**config.mk**
```make
export PLATFORM = sky130hd
export DESIGN_NAME = irq_prio_ctrl
export DESIGN_NICKNAME = d
export VERILOG_FILES = /design/src/rtl/irq_prio_pkg.sv /design/src/rtl/irq_sc_reg.sv /design/src/rtl/irq_level_enc.sv /design/src/rtl/irq_prio_ctrl.sv
export SDC_FILE = /design/constraint.sdc
export NUM_CORES = 1
export LEC_CHECK = 0
export ABC_AREA = 1
export BUFFER_PORTS_ARGS = -buffer_cell sky130_fd_sc_hd__buf_2
export CORE_MARGIN = 2
export CORE_UTILIZATION = 53
export DETAILED_ROUTE_END_ITERATION = 10
export GPL_ROUTABILITY_DRIVEN = 1
export HOLD_SLACK_MARGIN = 0.12
export PLACE_DENSITY = 0.79
export SYNTH_ARGS = -nofsm -noshare
export SYNTH_HDL_FRONTEND = slang
export SYNTH_HIERARCHICAL = 1
export SYNTH_SLANG_ARGS = --single-unit
```
**constraint.sdc**
```tcl
create_clock -name clk -period 1.9 [get_ports clk]
set_input_delay 0.095 -clock clk [delete_from_list [all_inputs] [get_ports clk]]
set_output_delay 0.095 -clock clk [all_outputs]
set_load 0.01 [all_outputs]
```
**src/rtl/irq_prio_pkg.sv**
```systemverilog
package irq_prio_pkg;

    localparam int NUM_SRC  = 14;
    localparam int REG_W    = NUM_SRC + 1;
    localparam int MASTER   = NUM_SRC;
    localparam int ADDR_W   = 9;
    localparam int DATA_W   = 16;
    localparam int LVL_W    = 3;
    localparam int TOP_LVL  = 6;

    typedef logic [ADDR_W-1:0] addr_t;
    typedef logic [LVL_W-1:0]  lvl_t;

    localparam addr_t ENA_RD = 9'h01C;
    localparam addr_t REQ_RD = 9'h01E;
    localparam addr_t ENA_WR = 9'h09A;
    localparam addr_t REQ_WR = 9'h09C;

    typedef struct packed {
        logic             set_op;
        logic [REG_W-1:0] bits;
    } sc_word_t;

    // Priority group of one source bit.
    function automatic lvl_t src_level(input int idx);
        if (idx <= 2)       return 3'd1;
        else if (idx == 3)  return 3'd2;
        else if (idx <= 6)  return 3'd3;
        else if (idx <= 10) return 3'd4;
        else if (idx <= 12) return 3'd5;
        else                return 3'd6;
    endfunction

    // Bits belonging to group lvl.
    function automatic logic [NUM_SRC-1:0] level_mask(input int lvl);
        logic [NUM_SRC-1:0] m;
        m = '0;
        for (int i = 0; i < NUM_SRC; i++)
            if (int'(src_level(i)) == lvl) m[i] = 1'b1;
        return m;
    endfunction

endpackage

```
**src/rtl/irq_sc_reg.sv**
```systemverilog
module irq_sc_reg
    import irq_prio_pkg::*;
#(
    parameter int    W       = REG_W,
    parameter addr_t WR_ADDR = ENA_WR
) (
    input  logic              clk,
    input  logic              rst,
    input  logic              wr_en,
    input  addr_t             wr_addr,
    input  logic [DATA_W-1:0] wr_data,
    input  logic [W-1:0]      hw_set,
    output logic [W-1:0]      q,
    output logic [W-1:0]      d
);

    sc_word_t        cmd;
    logic            hit;
    logic [W-1:0]    sw_set;
    logic [W-1:0]    sw_clr;

    always_comb begin
        cmd    = sc_word_t'(wr_data);
        hit    = wr_en && (wr_addr == WR_ADDR);
        sw_set = (hit &&  cmd.set_op) ? cmd.bits[W-1:0] : '0;
        sw_clr = (hit && !cmd.set_op) ? cmd.bits[W-1:0] : '0;
        // hardware set is applied last so it wins over a clear
        d      = (q & ~sw_clr) | sw_set | hw_set;
    end

    always_ff @(posedge clk) begin
        if (rst) q <= '0;
        else     q <= d;
    end

endmodule

```
**src/rtl/irq_level_enc.sv**
```systemverilog
module irq_level_enc
    import irq_prio_pkg::*;
(
    input  logic [NUM_SRC-1:0] active,
    output lvl_t               lvl
);

    logic [TOP_LVL:0] grp;

    assign grp[0] = 1'b0;

    generate
        for (genvar l = 1; l <= TOP_LVL; l++) begin : g_grp
            localparam logic [NUM_SRC-1:0] MASK = level_mask(l);
            assign grp[l] = |(active & MASK);
        end
    endgenerate

    always_comb begin
        lvl = '0;
        for (int l = 1; l <= TOP_LVL; l++)
            if (grp[l]) lvl = lvl_t'(l);
    end

endmodule

```
**src/rtl/irq_prio_ctrl.sv**
```systemverilog
module irq_prio_ctrl
    import irq_prio_pkg::*;
(
    input  logic              clk,
    input  logic              rst,
    input  logic              wr_en,
    input  logic [ADDR_W-1:0] wr_addr,
    input  logic [DATA_W-1:0] wr_data,
    input  logic [ADDR_W-1:0] rd_addr,
    output logic [DATA_W-1:0] rd_data,
    input  logic [NUM_SRC-1:0] src_pulse,
    output logic [LVL_W-1:0]  ipl
);

    logic [REG_W-1:0]   ena_q, ena_d;
    logic [REG_W-1:0]   req_q, req_d;
    logic [NUM_SRC-1:0] active;
    lvl_t               lvl_next;

    irq_sc_reg #(.W(REG_W), .WR_ADDR(ENA_WR)) u_ena (
        .clk(clk), .rst(rst), .wr_en(wr_en), .wr_addr(wr_addr),
        .wr_data(wr_data), .hw_set('0), .q(ena_q), .d(ena_d)
    );

    irq_sc_reg #(.W(REG_W), .WR_ADDR(REQ_WR)) u_req (
        .clk(clk), .rst(rst), .wr_en(wr_en), .wr_addr(wr_addr),
        .wr_data(wr_data), .hw_set({1'b0, src_pulse}), .q(req_q), .d(req_d)
    );

    // next-state values feed the encoder so ipl moves with the registers
    assign active = req_d[NUM_SRC-1:0] & ena_d[NUM_SRC-1:0] & {NUM_SRC{ena_d[MASTER]}};

    irq_level_enc u_enc (.active(active), .lvl(lvl_next));

    always_ff @(posedge clk) begin
        if (rst) ipl <= '0;
        else     ipl <= lvl_next;
    end

    always_comb begin
        unique case (rd_addr)
            ENA_RD:  rd_data = {1'b0, ena_q};
            REQ_RD:  rd_data = {1'b0, req_q};
            default: rd_data = '0;
        endcase
    end


    p_no_level7_r9: assert property (@(posedge clk) disable iff (rst)
        ipl != 3'd7);


    p_master_gate_r8: assert property (@(posedge clk) disable iff (rst)
        !ena_q[MASTER] |-> ipl == '0);


    p_idle_zero_r7: assert property (@(posedge clk) disable iff (rst)
        ((req_q[NUM_SRC-1:0] & ena_q[NUM_SRC-1:0]) == '0) |-> ipl == '0);


    p_hw_sets_r4: assert property (@(posedge clk) disable iff (rst)
        (|src_pulse) |=> ((req_q[NUM_SRC-1:0] & $past(src_pulse)) == $past(src_pulse)));


    p_sw_clear_r3: assert property (@(posedge clk) disable iff (rst)
        (wr_en && wr_addr == REQ_WR && !wr_data[15] && src_pulse == '0)
        |=> ((req_q & $past(wr_data[REG_W-1:0])) == '0));


    p_read_msb_r2: assert property (@(posedge clk) disable iff (rst)
        rd_data[15] == 1'b0);

endmodule

```
== Yosys cells after proc, flatten, opt, wreduce, memory -nomap -nowiden ==
Index checks and enable logic that the tools add are counted.

* Bitwise operators: 9
* Reductions and logical operators: 12
* Equality and inequality tests: 4
* Muxes and demuxes: 11

{| class="wikitable"
|+ Operator list
! operator !! number
|-
| $mux 15 || 4
|-
| $and 15x15->15 || 2
|-
| $not 15->15 || 2
|-
| $or 15x15->15 || 2
|-
| $pmux 15 s2 || 1
|-
| $and 14x14->14 || 2
|-
| $eq 9x5->1 const B || 2
|-
| $eq 9x8->1 const B || 2
|-
| $mux 3 || 5
|-
| $or 15x14->15 || 1
|-
| $logic_and 1x1->1 || 6
|-
| $reduce_or 3->1 || 2
|-
| $reduce_or 2->1 || 2
|-
| $reduce_or 4->1 || 1
|-
| $logic_not 1->1 || 1
|-
| $mux 1 || 1
|}

* Word-level logic and storage cells: 40
* Bits of input ports: 51
* Register bits after elaboration: 33
* Output and inout bits: 19

== Logic depth before layout (Yosys ltp) ==
Gate-level depths: netlist (run 1).

* Word-level depth: 17
* Gate-level depth with buffers: 19

== By module ==
The synthesis (run 1) kept the hierarchy.

{| class="wikitable"
|+ Modules (own cells, without submodules)
! module !! area an instance (µm²) !! times used !! cells each !! seq. area each (µm²)
|-
| irq_sc_reg || 959.7 || 2 || 157 || 300.3
|-
| irq_prio_ctrl || 579.3 || 1 || 105 || 60.1
|-
| irq_level_enc || 101.3 || 1 || 21 || 0.0
|}

== Least setup slack after synthesis (run 1) ==
No wires, ideal clock.

* Kind: input port to flip-flop
* From: input port wr_addr[8]
* To: register ipl[1]
* Arrival time: 1689 ps
* Data required time: 1836 ps
* Buffers on the path: 2
* Setup slack: 147 ps
* Stages: 17
* Path through: nor2_1 nand2_1 nor2_4 buf_6 nand4_1 nand2_1 nand2_1 inv_1 clkbuf_1 nor2_1 nor2_2 nand3_2 nor3_2 nand2_1 nand2_1 inv_1 nor2_1

* Elaborated cells on any way between the ends: 29
* Classes of those cells: 2 x eq/ne; 9 x mux; 9 x bitwise; 9 x reduce/logical

{| class="wikitable"
|+ RTL lines
! item !! RTL line !! source
|-
| start, declared || irq_prio_ctrl.sv:7 || <nowiki>input logic [ADDR_W-1:0] wr_addr,</nowiki>
|-
| $eq 9x8->1 * || irq_sc_reg.sv:24 || <nowiki>hit = wr_en && (wr_addr == WR_ADDR);</nowiki>
|-
| $logic_and 1x1->1 * || irq_sc_reg.sv:24 ||
|-
| $logic_and 1x1->1 || irq_sc_reg.sv:26 || <nowiki>sw_clr = (hit && !cmd.set_op) ? cmd.bits[W-1:0] : '0;</nowiki>
|-
| $mux 15 || irq_sc_reg.sv:26 ||
|-
| $not 15->15 || irq_sc_reg.sv:28 || <nowiki>d = (q & ~sw_clr) | sw_set | hw_set;</nowiki>
|-
| $and 15x15->15 || irq_sc_reg.sv:28 ||
|-
| $or 15x15->15 * || irq_sc_reg.sv:28 ||
|-
| net ena_d[14] || irq_prio_ctrl.sv:15 || <nowiki>logic [REG_W-1:0] ena_q, ena_d;</nowiki>
|-
| $and 14x14->14 * || irq_prio_ctrl.sv:31 || <nowiki>assign active = req_d[NUM_SRC-1:0] & ena_d[NUM_SRC-1:0] & {NUM_SRC{ena_d[MASTER]}};</nowiki>
|-
| net active[10] || irq_prio_ctrl.sv:17 || <nowiki>logic [NUM_SRC-1:0] active;</nowiki>
|-
| $reduce_or 4->1 * || irq_level_enc.sv:15 || <nowiki>assign grp[l] = |(active & MASK);</nowiki>
|-
| $mux 3 * (3 in series) || irq_level_enc.sv:22 || <nowiki>if (grp[l]) lvl = lvl_t'(l);</nowiki>
|-
| net lvl_next[1] || irq_prio_ctrl.sv:18 || <nowiki>lvl_t lvl_next;</nowiki>
|-
| end signal, assigned || irq_prio_ctrl.sv:37 || <nowiki>else ipl <= lvl_next;</nowiki>
|-
| end, declared || irq_prio_ctrl.sv:12 || <nowiki>output logic [LVL_W-1:0] ipl</nowiki>
|}

The timed path passes the listed nets; every way through them passes the cells marked *.
A chain may end at the register's enable or synchronous reset.

== Worst setup path in the final report (run 1) ==
* From: input port wr_addr[1]
* To: register ipl[2]

* Elaborated cells on any way between the ends: 28
* Classes of those cells: 2 x eq/ne; 8 x mux; 9 x bitwise; 9 x reduce/logical

{| class="wikitable"
|+ RTL lines
! item !! RTL line !! source
|-
| $eq 9x8->1 * || irq_sc_reg.sv:24 ||
|-
| $logic_and 1x1->1 * || irq_sc_reg.sv:24 ||
|-
| $logic_and 1x1->1 || irq_sc_reg.sv:26 ||
|-
| $mux 15 || irq_sc_reg.sv:26 ||
|-
| $not 15->15 || irq_sc_reg.sv:28 ||
|-
| $and 15x15->15 || irq_sc_reg.sv:28 ||
|-
| $or 15x15->15 * || irq_sc_reg.sv:28 ||
|-
| $or 15x14->15 * || irq_sc_reg.sv:28 ||
|-
| net req_d[10] || irq_prio_ctrl.sv:16 || <nowiki>logic [REG_W-1:0] req_q, req_d;</nowiki>
|-
| $and 14x14->14 * (2 in series) || irq_prio_ctrl.sv:31 ||
|-
| net active[10] || irq_prio_ctrl.sv:17 ||
|-
| $reduce_or 4->1 * || irq_level_enc.sv:15 ||
|-
| $mux 3 * (3 in series) || irq_level_enc.sv:22 ||
|-
| net lvl_next[2] || irq_prio_ctrl.sv:18 ||
|}

Marks and branches as above.

==> results of run 1 <==
final timing paths:
check	from	end	slack [ns]	cells after the start
hold reg to reg	u_req/q[14]	u_req/q[14]	0.47	2
setup reg to reg	u_ena/q[14]	ipl[0]	0.45	11
setup / recovery	wr_addr[1]	ipl[2]	0.42	16
hold / removal	src_pulse[5]	u_req/q[5]	0.14	5
tightest hold or removal path, cell delays in order:
cell and delay [ns]:
sky130_fd_sc_hd__buf_2 0.10, sky130_fd_sc_hd__inv_2 0.03, sky130_fd_sc_hd__nand2_1 0.04, sky130_fd_sc_hd__inv_1 0.06, sky130_fd_sc_hd__a21oi_1 0.05
layout make-up:
type                            instances  area (µm²)  share of cell area (%)
Multi-Input combinational cell        310        1491                   47.60
Sequential cell                        33       660.6                   21.09
Timing Repair Buffer                   80       455.4                   14.54
Inverter                               82       307.8                   9.824
Tap cell                               67       83.83                   2.676
Clock buffer                            5       68.82                   2.196
Clock inverter                          3       65.06                   2.077
where the power goes:
group / switching (µW) / internal (µW) / total (µW)
Clock: 280 / 522 / 801
Sequential: 24.5 / 743 / 768
Combinational: 260 / 143 / 403
Total: 565 / 1410 / 1970
layer usage:
metal  vias to the layer above  GRT usage [%]
met5                         -              0
met4                         0          6.667
met3                         4          4.607
met2                       100          47.82
met1                      1321          34.03
li1                       1560              -
metrics by stage:
stage               total power [µW]  std cells
detailed placement              1180        572
global placement                1170        572
finish                          1972        580
global route                    2067        580
CTS                             1973        580
floorplan                       1040        455
state kept, by name, indices dropped and copies added (netlist names):
| signal | count |
|---|---|
| ipl | 3 |
| u_ena/q | 15 |
| u_req/q | 15 |
==> run_results.csv, run 1 <==
group,metric,value,unit
final_layout,mostFrequentLayoutCell,"sky130_fd_sc_hd__nand2_1",
critical_path,crit_required,2.05,ns
run_status,run_status,"finished, final reports clean",
detailed_routing,dr_wl_met2,3392,µm
timing,layout_setup_ws,0.4240,ns
hold_path,timing.hold.worst.class,"input port to register",
timing,f_max,0.6775,GHz
place,preCtsSetupSlack,0.1193,ns
global_route,overflow,0,
timing,final.period_utilization,77.68,%
detailed_routing,drcViolationCount,0,
critical_path,crit_family,"simple AND/OR/NAND/NOR gates",
detailed_routing,ant_nets,0,
floorplanning,core_footprint,4723,µm²
logic_synthesis,yosysWarningCount,6,
final_layout,mostFrequentLayoutCells,"sky130_fd_sc_hd__nand2_1 (136), sky130_fd_sc_hd__nand4_1 (90), sky130_fd_sc_hd__buf_2 (68)",
timing,rsz_0062_raised_after_global_routing,"false",
clocking,postCtsSetupRepairBufs,0,
floorplanning,num_rows,25,
floorplanning,start_util,54.97,%
critical_path,crit_fanout,30,
final_layout,fill_cells,473,
clocking,post_cts_resized,0,
timing,timing.final.hold_violations,0,
power,vdd_drop_max,0.4638,mV
timing,fin_setup_tns,0,ns
place,port_buffers,68,
floorplanning,design.die.area,5475,µm²
detailed_routing,drtPass1Iterations,5,
clocking,cts.clk_slew.worst_paths,0.07,ns
timing,finalMaxSlewViolations,0,
floorplanning,ioPinCount,70,
detailed_routing,highest_metal_used,"met4",
global_route,first_global_vias,2614,
final_layout,layout-area-overhead-vs-synth,20.67,%
critical_path,crit_path_cell_trace,"buf_2 -> nor2_1 -> nand2_1 -> nor2_4 -> buf_12 -> nand4_1 -> nand2_1 -> nand2_1 -> nand2_1 -> nor2_1 -> nor2_2 -> nand3_2 -> nor3_2 -> nand2_1 -> inv_1 -> nor2_1",
detailed_routing,detailroute.wirelength.met3,388,µm
clocking,number_of_buffers_inserted_for_hold_repair_after_clock_tree_synthesis,0,
floorplanning,die-height,73.99,µm
final_layout,fraction_of_the_core_area_covered_by_cells_at_the_end_of_the_flow,66.33,%
power,p_leak,0.001733,µW
timing,hold_ws,0.1443,ns
run,max_cap_viol_count,0,
place,detailedPlacementHpwl,4722,µm
global_route,global_route_wire_length_before_repair,11520,µm
power,power_density,629.6,nW/µm²
detailed_routing,first_iter_violations,197,
final_layout,post_route_cells_drive_above_1_share,26.12,%
floorplanning,dieWidth,73.99,µm
detailed_routing,wl,7011,µm
final_layout,diodes,0,
detailed_routing,vias,2985,
critical_path,max_stage_delay,0.18,ns
clocking,tritoncts,"done",
place,gpl_wtd_cong,0.8088,
final_layout,num-nets-final,563,
detailed_routing,met1Wirelength,3189,µm
critical_path,worst-path-buf-inv,3,
detailed_routing,vias_per_cell,5.147,
clocking,cts_sinks,33,
global_route,groute.usage.overall,26.97,%
detailed_routing,routedWlPerCell,12.09,µm
place,placement.cell_area,2999,µm²
global_route,grt_antenna_before_repair,0,
critical_path,cpMostUsedCell,"sky130_fd_sc_hd__nand2_1",
clocking,htree_num_levels,2,
global_route,grt_max_degree,34,
critical_path,critPathCaptureType,"register",
clocking,num_cts_buffers,5,
timing,final_period_minus_worst_setup_slack,1.476,ns
logic_synthesis,netlist_instances,439,
critical_path,criticalPathCategory,"input port to register",
timing,slew-limit-headroom,56.25,%
final_layout,final_cell_area,3133,µm²
critical_path,timing.critical_path.from_type,"input port",
timing,fin_skew,0.002186,ns
timing,finalSetupViolCount,0,
clocking,worst_case_clock_buffer_depth,2,
clocking,clock_insertion_delay_worst_skew,0.28,ns
critical_path,crit_path_top_delay_cell,"sky130_fd_sc_hd__buf_12",
logic_synthesis,average_instance_area_after_synthesis,5.914,µm²
clocking,clock-root-buffer,"sky130_fd_sc_hd__clkbuf_8",
timing,worst_slew_pin_slew,0.6563,ns
logic_synthesis,netlist_area,2596,µm²
critical_path,arrival,1.63,ns
(Power assumes the default switching activity.)
==> run 2, diff against run 1 <==
--- a/config.mk
+++ b/config.mk
@@ -5,10 +5,10 @@
 export SDC_FILE = /design/constraint.sdc
 export NUM_CORES = 1
 export LEC_CHECK = 0
-export ABC_AREA = 1
+export ABC_AREA = 0
 export BUFFER_PORTS_ARGS = -buffer_cell sky130_fd_sc_hd__buf_2
 export CORE_MARGIN = 2
-export CORE_UTILIZATION = 53
+export CORE_UTILIZATION = 51
 export DETAILED_ROUTE_END_ITERATION = 10
 export GPL_ROUTABILITY_DRIVEN = 1
 export HOLD_SLACK_MARGIN = 0.12
==> constraint.sdc (replaced) <==
create_clock -name clk -period 1.5 [get_ports clk]
set_input_delay 0.075 -clock clk [delete_from_list [all_inputs] [get_ports clk]]
set_output_delay 0.075 -clock clk [all_outputs]
set_load 0.01 [all_outputs]
==> run_results.csv, run 2 <==
group,metric,value,unit
timing,hold_ws,0.03811,ns
power,power_density,723.5,nW/µm²
place,port_buffers,68,
detailed_routing,routedWlPerCell,14.44,µm
detailed_routing,drtPass1Iterations,4,
final_layout,mostFrequentLayoutCell,"sky130_fd_sc_hd__buf_2",
floorplanning,dieWidth,69.45,µm
critical_path,worst-path-buf-inv,2,
logic_synthesis,synth-edff-count,0,
final_layout,layout-area-overhead-vs-synth,39.23,%
run_status,failed_checks,"negative setup slack",
critical_path,crit_path_top_delay_cell,"sky130_fd_sc_hd__or4_4",
final_layout,largest_registers,"u_ena/q x15, u_req/q x15, ipl x3",
critical_path,critPathCaptureType,"register",
final_layout,post_route_cells_drive_above_1_share,41.93,%
place,gpl_wtd_cong,0.8026,
logic_synthesis,synth-seq-cells,33,
floorplanning,design.die.area,4823,µm²
timing,worst_slew_pin_slew,0.5759,ns
place,placement.cell_area,2835,µm²
global_route,overflow,0,
timing,slew-limit-headroom,61.61,%
power,power.share.sequential,44.6,%
power,p_comb_share,24.9,%
logic_synthesis,synth_most_common_cell,"sky130_fd_sc_hd__a21oi_1",
clocking,number_of_buffers_inserted_for_hold_repair_after_clock_tree_synthesis,4,
clocking,clock-root-buffer,"sky130_fd_sc_hd__clkbuf_8",
detailed_routing,first_iter_violations,131,
global_route,grt_antenna_before_repair,0,
timing,finalMaxSlewViolations,0,
timing,fin_skew,0.008318,ns
critical_path,max_stage_delay,0.57,ns
logic_synthesis,synth-seq-area-share,30.24,%
clocking,cts_sinks,33,
logic_synthesis,synth_top_area_share,30.24,%
logic_synthesis,netlist_area,2185,µm²
floorplanning,num_rows,23,
final_layout,fraction_of_the_core_area_covered_by_cells_at_the_end_of_the_flow,74.96,%
clocking,num_cts_buffers,5,
logic_synthesis,average_instance_area_after_synthesis,8.275,µm²
hold_path,timing.hold.worst.class,"input port to register",
clocking,htree_num_levels,2,
logic_synthesis,synth.lib_cells_used.distinct,40,
logic_synthesis,ys_top_cells_by_area,"sky130_fd_sc_hd__dfxtp_1 (30%), sky130_fd_sc_hd__a21oi_1 (11%), sky130_fd_sc_hd__mux2i_1 (6.9%)",
final_layout,final_cell_area,3042,µm²
timing,rsz_0062_raised_after_global_routing,"true",
detailed_routing,ant_nets,0,
place,preCtsSetupSlack,-0.7877,ns
critical_path,timing.critical_path.from_type,"input port",
power,internal-power,1542,µW
clocking,worst_case_clock_buffer_depth,2,
run,max_cap_viol_count,0,
global_route,grt_max_degree,20,
detailed_routing,vias,2363,
floorplanning,core_footprint,4058,µm²
power,p_leak,0.001485,µW
critical_path,criticalPathCategory,"input port to register",
global_route,global_route_wire_length_before_repair,10460,µm
floorplanning,start_util,53.84,%
floorplanning,die-height,69.45,µm
clocking,cts.clk_slew.worst_paths,0.07,ns
clocking,clock_insertion_delay_worst_skew,0.29,ns
critical_path,crit_fanout,7,
floorplanning,ioPinCount,70,
critical_path,crit_required,1.67,ns
logic_synthesis,synth_common_cells,"sky130_fd_sc_hd__a21oi_1 (46), sky130_fd_sc_hd__dfxtp_1 (33), sky130_fd_sc_hd__inv_1 (25)",
logic_synthesis,yosysWarningCount,6,
final_layout,num-nets-final,434,
logic_synthesis,synth_async_sr_flop_share,0,%
power,vdd_drop_max,0.4987,mV
critical_path,arrival,2.12,ns
timing,finalSetupViolCount,3,
logic_synthesis,postSynth.topFlopCell,"sky130_fd_sc_hd__dfxtp_1",
logic_synthesis,netlist_instances,264,
final_layout,diodes,0,
detailed_routing,vias_per_cell,5.445,
clocking,tritoncts,"done",
detailed_routing,wl,6266,µm
final_layout,mostFrequentLayoutCells,"sky130_fd_sc_hd__buf_2 (67), sky130_fd_sc_hd__a21oi_1 (46), sky130_fd_sc_hd__buf_4 (36)",
timing,layout_setup_ws,-0.4456,ns
power,power_switching_share,29.94,%
global_route,first_global_vias,2302,
power,clkPwrFrac,30.6,%
logic_synthesis,synth_area_leader_cell,"sky130_fd_sc_hd__dfxtp_1",
timing,final.period_utilization,129.7,%
place,detailedPlacementHpwl,4498,µm
detailed_routing,drcViolationCount,0,
critical_path,crit_family,"simple AND/OR/NAND/NOR gates",
global_route,groute.usage.overall,26.89,%
timing,timing.final.hold_violations,0,
timing,final_period_minus_worst_setup_slack,1.946,ns
run_status,run_status,"finished with violations",
timing,f_max,0.5140,GHz
critical_path,crit_path_cell_trace,"buf_6 -> nand4bb_4 -> or4_4 -> o21ai_4 -> buf_4 -> nand2_4 -> and3_1 -> o311a_2 -> nor2b_1",
power,p_sw,658.9,µW
[run 2: what timing repair did]
action | in CTS | in global routing
setup buffers | 1 | 1
cloned | 1 | 0
resized for setup | 7 | 11
pin swaps | 1 | 3
endpoints found under the setup margin | 3 | 4
hold endpoints to repair | 10 | 4
[run 2: worst register-to-register path: cells and delay by family, from the launching register on]
| kind | cells | cell delay [ns] |
|---|---|---|
| compound gates | 2 | 0.53 |
| flops | 1 | 0.32 |
| simple gates | 3 | 0.68 |
[run 2: cell families after synthesis]
| logic type | count (synthesis) | share of synthesized area, % |
|---|---|---|
| buffers and inverters | 41 | 9.965 |
| other | 1 | 0.1717 |
| AND/OR/NAND/NOR | 95 | 30.58 |
| AO/OA/AOI/OAI | 79 | 22.16 |
| flip-flops | 33 | 30.24 |
| multiplexers | 15 | 6.873 |
[run 2: metal layers]
| layer | up-vias | routed length (µm) | GRT usage (%) |
|---|---|---|---|
| met5 | - | 0 | 0 |
| met4 | 0 | 142 | 11.76 |
| met3 | 17 | 401 | 7.413 |
| met2 | 91 | 3132 | 44.87 |
| met1 | 1087 | 2590 | 32.22 |
| li1 | 1168 | - | - |
[run 2: path summary, 6_finish.rpt]
| kind | slack [ns] | cells past startpoint | endpoint | from |
|---|---|---|---|---|
| max | -0.45 | 9 | ipl[0] | wr_addr[8] |
| min | 0.04 | 3 | u_req/q[5] | src_pulse[5] |
| max reg2reg | -0.09 | 5 | ipl[0] | u_req/q[8] |
| min reg2reg | 0.48 | 2 | u_ena/q[3] | u_ena/q[3] |
[run 2: final cells by class]
cell class / instances / area, µm²
multi-input combinational: 207 / 1435
inverter: 25 / 93.84
fill: 302 / 1016
clock inverter: 3 / 17.52
clock buffer: 5 / 68.82
sequential: 33 / 660.6
tap: 50 / 62.56
timing repair buffer: 111 / 703.2
[run 2: power groups by stage]
stage	Combinational (µW)	Clock, µW	Sequential (µW)
finish	548	672	981
floorplan	300	0	991
CTS	527	689	979
global route	600	731	986
global placement	491	0	995
detailed placement	506	0	998
[run 2: through the flow]
stage | cells | power (µW) | TNS [ns]
CTS | 433 | 2195 | -1.120
global route | 434 | 2318 | -1.468
global placement | 419 | 1486 | -3.947
detailed placement | 419 | 1504 | -4.794
finish | 434 | 2201 | -1.235
floorplan | 280 | 1291 | -1.487
==> run 3, diff against run 2 <==
--- a/config.mk
+++ b/config.mk
@@ -6,7 +6,8 @@
 export NUM_CORES = 1
 export LEC_CHECK = 0
 export ABC_AREA = 0
-export BUFFER_PORTS_ARGS = -buffer_cell sky130_fd_sc_hd__buf_2
+export BUFFER_PORTS_ARGS = -buffer_cell sky130_fd_sc_hd__buf_4
+export CAP_MARGIN = 20
 export CORE_MARGIN = 2
 export CORE_UTILIZATION = 51
 export DETAILED_ROUTE_END_ITERATION = 10
==> run_results.csv, run 3 (same netlist as run 2, synthesis figures left out) <==
group,metric,value,unit
hold_path,timing.hold.worst.class,"input port to register",
final_layout,layout-area-overhead-vs-synth,46.96,%
critical_path,r2r-end,"ipl[1]",
detailed_routing,wl,6544,µm
timing,hold_ws,0.04725,ns
final_layout,mostFrequentLayoutCells,"sky130_fd_sc_hd__buf_4 (101), sky130_fd_sc_hd__a21oi_1 (46), sky130_fd_sc_hd__dfxtp_1 (33)",
final_layout,multiInputGateArea,1454,µm²
run_status,failed_checks,"negative setup slack",
clocking,number_of_buffers_inserted_for_hold_repair_after_clock_tree_synthesis,3,
final_layout,mostFrequentLayoutCell,"sky130_fd_sc_hd__buf_4",
clocking,tritoncts,"done",
timing,rsz_0062_raised_after_global_routing,"true",
critical_path,crit_fanout,6,
final_layout,largest_registers,"u_ena/q x15, u_req/q x15, ipl x3",
place,gpl_wtd_cong,0.8020,
critical_path,setup_slack_reg_to_reg,-0.13,ns
critical_path,cell_depth_of_the_worst_flop_to_flop_path,6,
critical_path,crit_required,1.73,ns
clocking,htree_num_levels,2,
clocking,clock-root-buffer,"sky130_fd_sc_hd__clkbuf_8",
floorplanning,die-height,69.45,µm
floorplanning,num_rows,23,
clocking,clock_insertion_delay_worst_skew,0.29,ns
timing,finalSetupViolCount,3,
critical_path,critPathCaptureType,"register",
final_layout,post_route_cells_drive_above_1_share,41.73,%
timing,layout_setup_ws,-0.5284,ns
clocking,num_cts_buffers,5,
critical_path,criticalPathCategory,"input port to register",
floorplanning,core_footprint,4058,µm²
timing,timing.final.hold_violations,0,
floorplanning,dieWidth,69.45,µm
global_route,overflow,0,
power,p_leak,0.001519,µW
timing,f_max,0.4930,GHz
final_layout,ff_latch_area,660.6,µm²
hold_path,hold_end,"u_req/q[5]",
power,total_power,2242,µW
run_status,run_status,"finished with violations",
global_route,global_route_wire_length_before_repair,10130,µm
power,p_sw,666.4,µW
timing,final_period_minus_worst_setup_slack,2.028,ns
detailed_routing,drcViolationCount,0,
global_route,grt_antenna_before_repair,0,
global_route,groute.usage.overall,25.73,%
detailed_routing,vias,2335,
floorplanning,design.die.area,4823,µm²
power,power.share.sequential,43.9,%
clocking,cts_sinks,33,
critical_path,crit-reg2reg-launch,"u_req/q[8]",
detailed_routing,first_iter_violations,187,
power,power_density,698.4,nW/µm²
global_route,first_global_vias,2262,
detailed_routing,drtPass1Iterations,4,
critical_path,timing.critical_path.from_type,"input port",
detailed_routing,vias_per_cell,5.418,
timing,final.period_utilization,135.2,%
final_layout,fill_cells,277,
global_route,grt_max_degree,34,
hold_path,min_path_cells,3,
power,clkPwrFrac,29.9,%
hold_path,hold_path.startpoint,"src_pulse[5]",
final_layout,fraction_of_the_core_area_covered_by_cells_at_the_end_of_the_flow,79.12,%
clocking,worst_case_clock_buffer_depth,2,
clocking,cts.clk_slew.worst_paths,0.07,ns
place,detailedPlacementHpwl,4445,µm
timing,fin_setup_tns,-1.440,ns
floorplanning,ioPinCount,70,
place,port_buffers,68,
detailed_routing,routedWlPerCell,15.18,µm
critical_path,arrival,2.26,ns
power,vdd_drop_max,0.4641,mV
power,internal-power,1576,µW
power,p_comb_share,26.2,%
final_layout,num-nets-final,431,
timing,finalMaxSlewViolations,0,
floorplanning,start_util,53.84,%
detailed_routing,ant_nets,0,
final_layout,diodes,0,
power,power_switching_share,29.72,%
run,max_cap_viol_count,0,
timing,fin_skew,0.002358,ns
run 3: cell count changes in the layout (fill, tap and decap cells not counted), moves of 2 or more:
cell	previous run	this run
sky130_fd_sc_hd__buf_4	36	101
sky130_fd_sc_hd__buf_2	67	0
sky130_fd_sc_hd__buf_6	2	4
sky130_fd_sc_hd__o21ai_2	11	7
sky130_fd_sc_hd__o21ai_4	1	5
sky130_fd_sc_hd__o21ai_1	4	6
sky130_fd_sc_hd__o21ai_0	8	6
run 3: cell type report:
| type | count | share of cell area, % |
|---|---|---|
| well taps | 50 | 1.949 |
| inverters | 25 | 2.923 |
| repair buffers | 109 | 26.58 |
| flip-flops and latches | 33 | 20.58 |
| multi-input cells | 206 | 45.28 |
| clock inverters | 3 | 0.5456 |
| clock buffers | 5 | 2.143 |
run 3: per-layer routing:
metal	vias to the layer above	GRT usage, %	routed length, µm
li1	1157	-	-
met1	1079	31.75	2746
met2	83	45.09	3269
met3	16	4.506	383
met4	0	8.497	145
met5	-	0	0
run 3: worst max-delay path, cell delays in order:
cell	delay (ns)
sky130_fd_sc_hd__buf_6	0.09
sky130_fd_sc_hd__nand4bb_4	0.21
sky130_fd_sc_hd__or4_4	0.58
sky130_fd_sc_hd__buf_6	0.17
sky130_fd_sc_hd__o21ai_4	0.14
sky130_fd_sc_hd__nand2_1	0.09
sky130_fd_sc_hd__and3_4	0.19
sky130_fd_sc_hd__nor4_4	0.32
sky130_fd_sc_hd__nand2_1	0.11
sky130_fd_sc_hd__o21ai_1	0.14
sky130_fd_sc_hd__nor2b_1	0.13
run 3: what timing repair did:
item / in CTS / in global routing
hold endpoints to repair: 16 / 8
resized for setup: 12 / 14
endpoints found under the setup margin: 3 / 5
setup buffers: 2 / 3
pin swaps: 4 / 5
run 3: worst max path at each step:
| stage | to | slack [ns] | from | cells past startpoint |
|---|---|---|---|---|
| after floorplan | ipl[1] | -0.51 | wr_addr[8] | 10 |
| after global placement | ipl[0] | -0.76 | wr_addr[6] | 12 |
| after detailed placement | ipl[1] | -0.78 | wr_addr[8] | 10 |
| after CTS | ipl[1] | -0.44 | wr_addr[8] | 11 |
| after global routing | ipl[1] | -0.63 | wr_addr[8] | 11 |
| final | ipl[1] | -0.53 | wr_addr[8] | 11 |
run 3: power groups by stage:
stage,sequential (µW),clock [µW],combinational [µW]
2_1_floorplan,991,0,300
3_3_place_gp,997,0,516
3_5_place_dp,998,0,531
4_1_cts,979,675,551
5_1_grt,989,711,640
6_report,983,671,588
run 3: metrics by stage:
stage                     cells  setup WS [ns]  cell area, µm²
after floorplan             280        -0.5108            2276
after CTS                   428        -0.4362            3137
after detailed placement    415        -0.7846            2963
final                       431        -0.5284            3211
after global placement      415        -0.7604            2963
after global routing        431        -0.6346            3211
